File: config.mk
export PLATFORM = sky130hd
export DESIGN_NAME = byte_lane_lsu
export DESIGN_NICKNAME = d
export VERILOG_FILES = /design/src/rtl/lsu_pkg.sv /design/src/rtl/lsu_addr_map.sv /design/src/rtl/lsu_store_lanes.sv /design/src/rtl/lsu_load_extract.sv /design/src/rtl/byte_lane_lsu.sv
export SDC_FILE = /design/constraint.sdc
export NUM_CORES = 1
export LEC_CHECK = 0
export ABC_AREA = 0
export CORE_MARGIN = 1
export CORE_UTILIZATION = 43
export CTS_BUF_LIST = sky130_fd_sc_hd__clkbuf_4 sky130_fd_sc_hd__clkbuf_8 sky130_fd_sc_hd__clkbuf_16
export DETAILED_ROUTE_END_ITERATION = 6
export GPL_ROUTABILITY_DRIVEN = 0
export PLACE_DENSITY = 0.91
export SLEW_MARGIN = 15
export SYNTH_ARGS = -nofsm -noshare
export SYNTH_HDL_FRONTEND = slang
export SYNTH_SLANG_ARGS = --single-unit
File: constraint.sdc
create_clock -name clk -period 2.35 [get_ports clk]
set_input_delay 0.3525 -clock clk [delete_from_list [all_inputs] [get_ports clk]]
set_output_delay 0.3525 -clock clk [all_outputs]
set_load 0.005 [all_outputs]
File: src/rtl/lsu_pkg.sv
package lsu_pkg;

    localparam int LSU_DATA_W = 16;
    localparam int LSU_ADDR_W = 16;
    localparam int BYTE_W     = 8;

    typedef enum logic [1:0] {
        ST_IDLE   = 2'd0,
        ST_ACCESS = 2'd1,
        ST_RESP   = 2'd2
    } lsu_state_e;

    typedef enum logic {
        TGT_MEM = 1'b0,
        TGT_IO  = 1'b1
    } lsu_target_e;

    // condition code layout: bit 2 negative, bit 1 zero, bit 0 positive
    localparam logic [2:0] CC_NEG  = 3'b100;
    localparam logic [2:0] CC_ZERO = 3'b010;
    localparam logic [2:0] CC_POS  = 3'b001;

    function automatic logic [2:0] cc_from(input logic neg, input logic zero);
        if (neg)       return CC_NEG;
        else if (zero) return CC_ZERO;
        else           return CC_POS;
    endfunction

endpackage

File: src/rtl/lsu_addr_map.sv
module lsu_addr_map #(
    parameter int          ADDR_W  = 16,
    parameter int          LANE_W  = 1,
    parameter logic [15:0] IO_BASE = 16'hFE00
) (
    input  logic [ADDR_W-1:0] addr,
    input  logic              is_byte,
    output logic              is_io,
    output logic              misaligned,
    output logic [LANE_W-1:0] lane,
    output logic [ADDR_W-1:0] word_addr
);

    localparam logic [ADDR_W-1:0] BASE = ADDR_W'(IO_BASE);

    assign lane       = addr[LANE_W-1:0];
    assign is_io      = (addr >= BASE);
    assign misaligned = !is_byte && (lane != '0);
    assign word_addr  = is_byte ? {addr[ADDR_W-1:LANE_W], {LANE_W{1'b0}}} : addr;

endmodule

File: src/rtl/lsu_store_lanes.sv
module lsu_store_lanes #(
    parameter int DATA_W = 16,
    parameter int LANES  = DATA_W / 8,
    parameter int LANE_W = $clog2(LANES)
) (
    input  logic              is_byte,
    input  logic              is_write,
    input  logic [LANE_W-1:0] lane,
    input  logic [DATA_W-1:0] src,
    output logic [DATA_W-1:0] wdata,
    output logic [LANES-1:0]  be
);

    for (genvar i = 0; i < LANES; i++) begin : g_lane
        assign wdata[i*8 +: 8] = is_byte ? src[7:0] : src[i*8 +: 8];
        assign be[i] = (is_byte && is_write) ? (lane == LANE_W'(i)) : 1'b1;
    end

endmodule

File: src/rtl/lsu_load_extract.sv
module lsu_load_extract
    import lsu_pkg::*;
#(
    parameter int DATA_W = 16,
    parameter int LANES  = DATA_W / 8,
    parameter int LANE_W = $clog2(LANES)
) (
    input  logic              is_byte,
    input  logic [LANE_W-1:0] lane,
    input  logic [DATA_W-1:0] word,
    output logic [DATA_W-1:0] result,
    output logic [2:0]        cc
);

    logic [BYTE_W-1:0] picked;

    always_comb begin
        picked = word[BYTE_W-1:0];
        for (int i = 0; i < LANES; i++) begin
            if (lane == LANE_W'(i)) picked = word[i*BYTE_W +: BYTE_W];
        end
    end

    assign result = is_byte ? {{(DATA_W-BYTE_W){picked[BYTE_W-1]}}, picked} : word;
    assign cc     = cc_from(result[DATA_W-1], result == '0);

endmodule

File: src/rtl/byte_lane_lsu.sv
module byte_lane_lsu
    import lsu_pkg::*;
#(
    parameter int          DATA_W  = LSU_DATA_W,
    parameter int          ADDR_W  = LSU_ADDR_W,
    parameter logic [15:0] IO_BASE = 16'hFE00
) (
    input  logic              clk,
    input  logic              rst,
    input  logic              req_valid,
    output logic              req_ready,
    input  logic              req_write,
    input  logic              req_byte,
    input  logic [ADDR_W-1:0] req_addr,
    input  logic [DATA_W-1:0] req_data,
    output logic              rsp_done,
    output logic [DATA_W-1:0] rsp_data,
    output logic [2:0]        rsp_cc,
    output logic              rsp_align_err,
    output logic [ADDR_W-1:0] bus_addr,
    output logic [DATA_W-1:0] bus_wdata,
    output logic [DATA_W/8-1:0] bus_be,
    output logic              bus_we,
    output logic              mem_en,
    input  logic [DATA_W-1:0] mem_rdata,
    input  logic              mem_ready,
    output logic              io_en,
    input  logic [DATA_W-1:0] io_rdata,
    input  logic              io_ready
);

    localparam int LANES  = DATA_W / BYTE_W;
    localparam int LANE_W = $clog2(LANES);

    typedef struct packed {
        logic              write;
        logic              is_byte;
        logic [ADDR_W-1:0] addr;
        logic [DATA_W-1:0] data;
    } req_t;

    lsu_state_e        state_q;
    req_t              req_q;
    logic [DATA_W-1:0] rsp_data_q;
    logic [2:0]        cc_q;
    logic              err_q;

    logic              is_io;
    logic              misaligned;
    logic [LANE_W-1:0] lane;
    logic [ADDR_W-1:0] word_addr;
    lsu_target_e       target;
    logic              in_access;
    logic              tgt_ready;
    logic [DATA_W-1:0] tgt_rdata;
    logic [DATA_W-1:0] ld_result;
    logic [2:0]        ld_cc;

    lsu_addr_map #(
        .ADDR_W (ADDR_W),
        .LANE_W (LANE_W),
        .IO_BASE(IO_BASE)
    ) u_map (
        .addr      (req_q.addr),
        .is_byte   (req_q.is_byte),
        .is_io     (is_io),
        .misaligned(misaligned),
        .lane      (lane),
        .word_addr (word_addr)
    );

    lsu_store_lanes #(
        .DATA_W(DATA_W),
        .LANES (LANES),
        .LANE_W(LANE_W)
    ) u_store (
        .is_byte (req_q.is_byte),
        .is_write(req_q.write),
        .lane    (lane),
        .src     (req_q.data),
        .wdata   (bus_wdata),
        .be      (bus_be)
    );

    lsu_load_extract #(
        .DATA_W(DATA_W),
        .LANES (LANES),
        .LANE_W(LANE_W)
    ) u_load (
        .is_byte(req_q.is_byte),
        .lane   (lane),
        .word   (tgt_rdata),
        .result (ld_result),
        .cc     (ld_cc)
    );

    assign target    = is_io ? TGT_IO : TGT_MEM;
    assign in_access = (state_q == ST_ACCESS) && !misaligned;
    assign tgt_ready = (target == TGT_IO) ? io_ready : mem_ready;
    assign tgt_rdata = (target == TGT_IO) ? io_rdata : mem_rdata;

    assign mem_en   = in_access && (target == TGT_MEM);
    assign io_en    = in_access && (target == TGT_IO);
    assign bus_addr = word_addr;
    assign bus_we   = in_access && req_q.write;

    assign req_ready     = (state_q == ST_IDLE);
    assign rsp_done      = (state_q == ST_RESP);
    assign rsp_align_err = (state_q == ST_RESP) && err_q;
    assign rsp_data      = rsp_data_q;
    assign rsp_cc        = cc_q;

    always_ff @(posedge clk) begin
        if (rst) begin
            state_q    <= ST_IDLE;
            req_q      <= '0;
            rsp_data_q <= '0;
            cc_q       <= CC_ZERO;
            err_q      <= 1'b0;
        end else begin
            case (state_q)
                ST_IDLE: begin
                    if (req_valid) begin
                        req_q.write   <= req_write;
                        req_q.is_byte <= req_byte;
                        req_q.addr    <= req_addr;
                        req_q.data    <= req_data;
                        state_q       <= ST_ACCESS;
                    end
                end
                ST_ACCESS: begin
                    if (misaligned) begin
                        err_q   <= 1'b1;
                        state_q <= ST_RESP;
                    end else if (tgt_ready) begin
                        err_q <= 1'b0;
                        if (!req_q.write) begin
                            rsp_data_q <= ld_result;
                            cc_q       <= ld_cc;
                        end
                        state_q <= ST_RESP;
                    end
                end
                ST_RESP: state_q <= ST_IDLE;
                default: state_q <= ST_IDLE;
            endcase
        end
    end

endmodule

==> summary.md, run 1 <==
Setup slack on the worst reg-to-reg path comes out at 410 ps. The count of different cell masters after synthesis came out at 37. The worst register-to-register path has a depth of 6. For hold timing, the worst endpoint is req_q[11].

The total iterations of the first detailed-routing run came out at 6. Detailed routing inserted a total of 2991 vias. At the end of the flow, the number of nets in the layout was 534. VDD sags by at most 0.335 mV. The number of pins exceeding their max-slew limit in the final report is 0, and the sequential cell area fraction in the yosys report is 0.369. The min-delay analysis places its worst path in the category register to register.

The sum of net half-perimeters after detailed placement is 6.44 mm. Startpoint of the tightest hold check path: req_q[11]. Final worst-path cycle share: 0.925.

Data on the critical path is required at its endpoint by 2000 ps. The remaining global-route overflow came out at 0. Summed over all cells, the static leakage comes to 1.62 nW.

The worst hold path was traced through 2 stages. The adder and majority cell fraction of the synthesized area works out to 0. The worst hold slack after final layout came out at 461 ps. The endpoint of the worst register-to-register path is rsp_cc[0]. The worst path in the final design needs a cycle of 2170 ps, including I/O delays and setup. The fraction of final layout cells with drive strength greater than 1 was 0.0841.

Maximum clock insertion buffer count: 2. The worst slew margin relative to its limit is 0.660, and the power per unit of standard cell area is 484 nW/um2. Routed via count divided by cell count: 5.50. TritonCTS built the clock tree. The run finished with clean final reports.

For this design, the sink count on the clock tree is 55. The H-tree depth reported by CTS is 2, and the top fanout value on the critical path is 11. The number of synthesized flops with an enable pin came out at 0. The number of synthesis warnings is 0. For the worst setup path, the data arrival time is 1820 ps. Setup repair after global routing left no endpoint under its margin. In this run the count of I/O pins placed on the die edge is 130. The core region is 6760 um2. The cell sitting at the root of the clock tree is a sky130_fd_sc_hd__clkbuf_8. The floorplan step set the die width to 85.4 um. The fraction of synthesized area in multiplexers was 0.164; the cts-stage hold buffer count was 0. After synthesis, the largest family of logic cells by area is simple AND/OR/NAND/NOR gates. Among all flip-flop cells after synthesis, the most frequent one is sky130_fd_sc_hd__dfxtp_1. Startpoint type of the worst setup path: a register.

The number of design rule violations left after detail routing is 0. Across the routed clock network, the largest skew measured is 4.96 ps. The worst setup path is of the register to primary output kind. The logs give 0.238 for the total global-route track usage and 30 for the row count.

By area the synthesized netlist is led by sky130_fd_sc_hd__dfxtp_1, sky130_fd_sc_hd__mux2i_1, sky130_fd_sc_hd__nand2_1. The synthesis-stage register bit count works out to 55. Synthesis produced 363 cells. The tools report the first-pass GRT wire length as 13.9 mm.

The run gives 0 as the remaining antenna violation count. The start of the worst register-to-register path is req_q[31]. The run gives 7290 um2 as the full die area. The simple-gate area share of the yosys netlist is 0.209, and the effective utilization at floorplan is 0.442. The number of setup violations in the final report was 0; the per-cell routed wire length was 15.7 um. Share of Yosys cell area claimed by the top area cell type: 0.369. The logs give 114 for the number of DRC violations after detailed-routing iteration 0 and 3010 for the number of global-route vias before repair. The number of antenna violations at the first check in global routing was 0; the source-to-sink clock delay at the later pin of the worst-skew pair was 310 ps.

The maximum clock frequency was 460 MHz. The share of the synthesized area in compound gates (AO/OA/AOI/OAI) is 0.155, and the count of input and output buffers is 129. Clock tree synthesis inserted a total of 5 buffers. Final count of hold timing violations: 0. The number of antenna diodes in the final layout is 0. Netlist area before placement: 2990 um2. For this block, the routed nets add up to 8.53 mm of wire.

The die height works out to 85.4 um. In this run the mean area of a mapped cell was 8.23 um2. The tool flagged a number of max-cap violations equal to 0.

The post-CTS clock slew at the launch and capture registers of the worst setup and hold paths came out at 100 ps. The largest total area in the synthesized netlist belongs to sky130_fd_sc_hd__dfxtp_1. At the pin with the least slew margin, the transition time is 510 ps. The area growth from synthesis to layout is 43.6%.

STA classifies the critical path endpoint as a primary output. The post-synthesis async set-or-reset flop share was 0. Entering global routing, the biggest net connects 31 pins. The xor-xnor portion of the synthesized cell area is 0, and the end-of-flow core utilization is 0.635.

The number of nets handed over by synthesis was 434. Adding up every negative setup slack in the final design gives 0 ps.
-- final cells by class --
type / instances / area [um2]
fillers: 579 / 2460
multi-input cells: 256 / 1580
repair buffers: 140 / 1390
flip-flops and latches: 55 / 1100
well taps: 80 / 100
clock buffers: 5 / 68.8
clock inverters: 3 / 25.0
inverters: 5 / 18.8
-- per-stage QoR --
stage	cell area (um2)	setup slack (ps)	power (W)	std cells
6_report	4290	176	0.00208	544
5_1_grt	4290	17.5	0.00219	544
4_1_cts	4290	24.2	0.00210	544
3_5_place_dp	4190	230	0.00155	536
3_3_place_gp	4190	265	0.00154	536
2_1_floorplan	2990	602	0.00128	363
-- how the worst max path moves through the flow --
stage,startpoint,end,slack (ps)
finish,req_q[27],io_en,180
CTS,req_q[31],io_en,20
floorplan,req_q[32],bus_wdata[10],600
detailed placement,io_ready,rsp_cc[0],230
global route,req_q[31],io_en,20
global placement,io_ready,rsp_cc[0],260
-- routing by layer --
metal / track usage / wire, um
met1: 0.265 / 3510
met2: 0.442 / 4270
met3: 0.0613 / 581
met4: 0.0758 / 166
met5: 0 / 0
-- placed cells by master (no fill, tap or decap), drive strengths merged, types with 3 or more instances in the layout --
| cell type | n |
|---|---|
| mux2 | 8 |
| clkbuf | 5 |
| dfxtp | 55 |
| nand2 | 88 |
| a21oi | 46 |
| o22ai | 4 |
| nor4bb | 4 |
| o221a | 7 |
| a211oi | 4 |
| clkdlybuf4s50 | 128 |
| nor4 | 8 |
| inv | 6 |
| buf | 12 |
| or2 | 3 |
| nor2 | 14 |
| nor3 | 4 |
| and2 | 4 |
| o21ai | 4 |
| mux2i | 40 |
-- logic make-up (layout without fill, tap and decap cells) --
kind of cell    count (synthesis)  count (layout)
simple gates                  137             137
mux                            48              48
flops                          55              55
buf+inv                        52             153
compound gates                 71              71
-- synthesized netlist by cell type, types with 7 or more instances --
| master | instances |
|---|---|
| sky130_fd_sc_hd__nand2_1 | 86 |
| sky130_fd_sc_hd__dfxtp_1 | 55 |
| sky130_fd_sc_hd__a21oi_1 | 45 |
| sky130_fd_sc_hd__mux2i_1 | 40 |
| sky130_fd_sc_hd__buf_4 | 27 |
| sky130_fd_sc_hd__clkbuf_1 | 15 |
| sky130_fd_sc_hd__nor2_1 | 14 |
| sky130_fd_sc_hd__mux2_2 | 8 |
| sky130_fd_sc_hd__nor4_1 | 8 |
| sky130_fd_sc_hd__o221a_1 | 7 |
-- critical path, cell delays in order, from the launching register on --
cell                              delay, ps
sky130_fd_sc_hd__dfxtp_1                380
sky130_fd_sc_hd__nand3_1                120
sky130_fd_sc_hd__or2_4                  320
sky130_fd_sc_hd__nor3_1                 150
sky130_fd_sc_hd__clkdlybuf4s50_1        540
-- state kept, by name, summed over array words and instances (netlist names) --
register	flops
err_q	1
req_q	34
rsp_cc	2
rsp_data	16
state_q	2
-- power by group --
group / internal (W) / switching (W)
Sequential: 0.000987 / 0.0000378
Combinational: 0.000295 / 0.000212
Clock: 0.000218 / 0.000326
Total: 0.00150 / 0.000576
-- timing repair --
item	in CTS	in global routing
gates resized for setup	0	2
endpoints found under the hold margin	0	0
buffers inserted	0	0
endpoints found under the setup margin	0	2
(Power assumes the default switching activity.)
==> run 2, diff against run 1 <==
--- a/config.mk
+++ b/config.mk
@@ -7,11 +7,11 @@
 export LEC_CHECK = 0
 export ABC_AREA = 0
 export CORE_MARGIN = 1
-export CORE_UTILIZATION = 43
+export CORE_UTILIZATION = 38
 export CTS_BUF_LIST = sky130_fd_sc_hd__clkbuf_4 sky130_fd_sc_hd__clkbuf_8 sky130_fd_sc_hd__clkbuf_16
 export DETAILED_ROUTE_END_ITERATION = 6
 export GPL_ROUTABILITY_DRIVEN = 0
-export PLACE_DENSITY = 0.91
+export PLACE_DENSITY = 0.85
 export SLEW_MARGIN = 15
 export SYNTH_ARGS = -nofsm -noshare
 export SYNTH_HDL_FRONTEND = slang
==> constraint.sdc (replaced) <==
create_clock -name clk -period 2 [get_ports clk]
set_input_delay 0.3 -clock clk [delete_from_list [all_inputs] [get_ports clk]]
set_output_delay 0.3 -clock clk [all_outputs]
set_load 0.005 [all_outputs]
==> run 2 against run 1 <==
Core utilization fell by 4.0 points. Count of clock-buffer cells in the layout did not move. Non-clock buffer count grew 8. Worst setup slack worse by 120 ps. Global-route usage fell by 2.1 points. Sequential share of layout area down 0.60 points. First-iteration DRC count is 30% lower. Worst hold slack got worse by 35 ps. Critical path depth down 1. Register-to-register slack worse by 330 ps. Cell count is 5.0% higher. Combinational power grew 21%. Critical endpoint is now bus_wdata[13]. Largest power group unchanged.
==> summary.md, run 2 (synthesis results as in run 1) <==
The kind of critical path is register to primary output. The reg2reg setup slack was 80 ps (-330 ps); the total placed instance area was 4270 um2 (+1.7%). The run gives 0 (unchanged) as the final count of hold timing violations. The tools report the peak ir drop on the vdd network as 0.399 mV (+19%). The area occupied by multi-input gates was 1620 um2 (+2.5%). The final setup skew came out at 7.72 ps (+2.76 ps). The tools report the total iterations of the first detailed-routing run as 6 (unchanged). The final worst-path cycle share was 0.974. For the cts-stage hold buffer count, the log shows 0 (unchanged). For the row count, the log shows 31 (+3.3%). Startpoint type of the worst setup path: a register. Setup repair after global routing could not meet its margin everywhere.

The per-cell routed wire length is 15.2 um (-2.9%). Clock root buffer: sky130_fd_sc_hd__clkbuf_8. The library cells used most frequently in the layout, excluding fill and tap cells, are sky130_fd_sc_hd__clkdlybuf4s50_1, sky130_fd_sc_hd__nand2_1, sky130_fd_sc_hd__dfxtp_1.

The TritonCTS buffer count is 5 (unchanged), and the minimum clock period after layout is 1950 ps. Final cell count without fillers: 571 (+5.0%). The register with the most flip-flops in the final layout is req_q. The slew at the pin closest to its max-slew limit was 438 ps (-71.5 ps). The aggregate routed wire length was 8.69 mm (+1.9%); the power per unit of standard cell area was 551 nW/um2 (+14%). The logs give 4410 um2 (+2.7%) for the final design instance area without fill and 563 (+5.0%) for the placed cell count. Worst path buffer plus inverter count: 2 (+1).

Traced cell by cell, the critical path runs through buf_6 > mux2_2 > clkdlybuf4s50_1. The worst hold path terminates at rsp_cc[0]. The sum of net half-perimeters after detailed placement was 6.60 mm (+2.4%). Leading cell type in the layout, fill and taps excluded: sky130_fd_sc_hd__clkdlybuf4s50_1.

The run gives 657 (+13%) as the filler cell count. The remaining global-route overflow was 0 (unchanged). The run gives 0 (unchanged) as the diode insertion count for antenna repair. The number of antenna violations at the first check in global routing is 0 (unchanged), and the number of setup violations in the final report is 0 (unchanged). Maximum clock insertion buffer count: 2 (unchanged).

The logs give 7410 um2 (+9.6%) for the area inside the core boundary and 130 (unchanged) for the number of primary I/O pins. The area growth from synthesis to layout works out to 47.6%. The remaining antenna violation count came out at 0 (unchanged).

TritonCTS built the clock tree. Area taken by flip-flops and latches: 1110 um2 (+0.34%). The chip width is 90.7 um (+6.2%). The endpoint of the worst register-to-register path is rsp_cc[0].

The cell with the biggest individual delay on the critical path was sky130_fd_sc_hd__clkdlybuf4s50_1. The source-to-sink clock delay at the later pin of the worst-skew pair was 310 ps (about the same); the die height was 90.7 um (+6.2%). The routed via count divided by cell count is 5.19 (-5.7%). End-of-flow core utilization: 0.595 (-0.0400).

The cell depth of the worst min-delay path was 3 (+1). The flip-flop count of the largest register after layout is 34 (unchanged). For the number of design rule violations left after detail routing, the log shows 0 (unchanged). Cell family with the largest share of critical-path delay: buffers and inverters. The number of global-route vias before repair is 2999 (-0.37%). The count of input and output buffers is 129 (unchanged), and the H-tree depth reported by CTS is 2 (unchanged). The leakage component of the power is 1.67 nW (+3.0%), and the max-capacitance violation count is 0 (unchanged).

The post-CTS clock slew at the launch and capture registers of the worst setup and hold paths is 90 ps (about the same), and the number of DRC violations after detailed-routing iteration 0 is 80 (-30%). The top fanout value on the critical path came out at 11 (unchanged). The worst-case reg-to-reg path depth works out to 7 (+1). The fraction of final layout cells with drive strength greater than 1 was 0.119 (+0.0346); the effective utilization at floorplan was 0.403 (-0.0389). The run gives 0.217 (-0.0211) as the total global-route track usage. The startpoint identified for the worst register-to-register timing path is req_q[31]. The capturing element type of the critical path was a primary output. The run gives 542 (+1.5%) as the number of nets at the end of the flow. Full die area: 8220 um2 (+13%). The maximum cell stage delay along the critical path came out at 460 ps (-80 ps).

In this run the most critical hold path is launched from rst. For the number of clock sinks, the log shows 55 (unchanged). For the worst slew margin relative to its limit, the log shows 0.705 (+0.0446). The number of pins exceeding their max-slew limit in the final report is 0 (unchanged). Derived from the worst setup path, the maximum achievable clock frequency is 514 MHz. The tools report the required time at the endpoint of the critical path as 1700 ps (-300 ps).

Via count of the routed design: 2962 (-0.97%). For the largest net degree at the start of global routing, the log shows 35 (+13%). The worst min-delay path class is primary input to register. Arrival time of the worst setup path: 1650 ps (-170 ps). The flow ran to the end, and the final reports show no timing, DRC or antenna violations. For the first-pass GRT wire length, the log shows 14.6 mm (+4.7%).
## run 2: cell count changes in the layout (fill, tap and decap cells not counted), sizes merged
cell           before  now
inv                 6    4
clkinvlp            1    2
clkinv              1    2
clkdlybuf4s50     128  126
dlygate4sd2         0    2
buf                12   20
## run 2: power by group
group	total, W	internal (W)	switching (W)
combinational	0.000615	0.000356	0.000259
sequential	0.00120	0.00116	0.0000423
clock	0.000611	0.000245	0.000366
total	0.00243	0.00176	0.000668
## run 2: what timing repair did
item / in CTS / in global routing
buffers inserted: 0 / 0
pin swaps: 2 / 2
gates resized for setup: 12 / 8
endpoints found under the setup margin: 11 / 16
## run 2: final cells by class
cell class / instances / share of cell area
Clock buffer: 5 / 0.0156
Timing Repair Buffer: 148 / 0.328
Sequential cell: 55 / 0.251
Clock inverter: 3 / 0.00454
Inverter: 5 / 0.00482
Tap cell: 99 / 0.0281
Multi-Input combinational cell: 256 / 0.368
## run 2: per-layer routing
layer	wire length [um]	GRT usage
met2	4110	0.369
met1	3630	0.258
met3	791	0.0699
met4	167	0.0685
met5	0	0
## run 2: how the worst max path moves through the flow
stage,start,to,slack (ps),cells after the start
2_1_floorplan,req_q[31],rsp_cc[0],260,5
3_3_place_gp,io_ready,rsp_cc[0],-2,6
3_5_place_dp,req_q[31],io_en,-80,4
4_1_cts,req_q[32],bus_wdata[13],0.8,3
5_1_grt,req_q[32],bus_we,-30,6
6_report,req_q[32],bus_wdata[13],50,3
## run 2: worst min-delay path, stage by stage
cell,delay [ps]
sky130_fd_sc_hd__buf_2,120
sky130_fd_sc_hd__nor4_1,70
sky130_fd_sc_hd__a32o_1,200
## run 2: stage by stage
stage               setup slack, ps  total power, W  hold WS, ps  TNS [ps]
floorplan                       261         0.00150          434         0
global placement              -2.16         0.00182          442     -2.16
detailed placement            -78.1         0.00183          449      -114
CTS                           0.788         0.00245          408         0
global route                  -33.9         0.00257          411     -54.0
finish                         52.6         0.00243          426         0
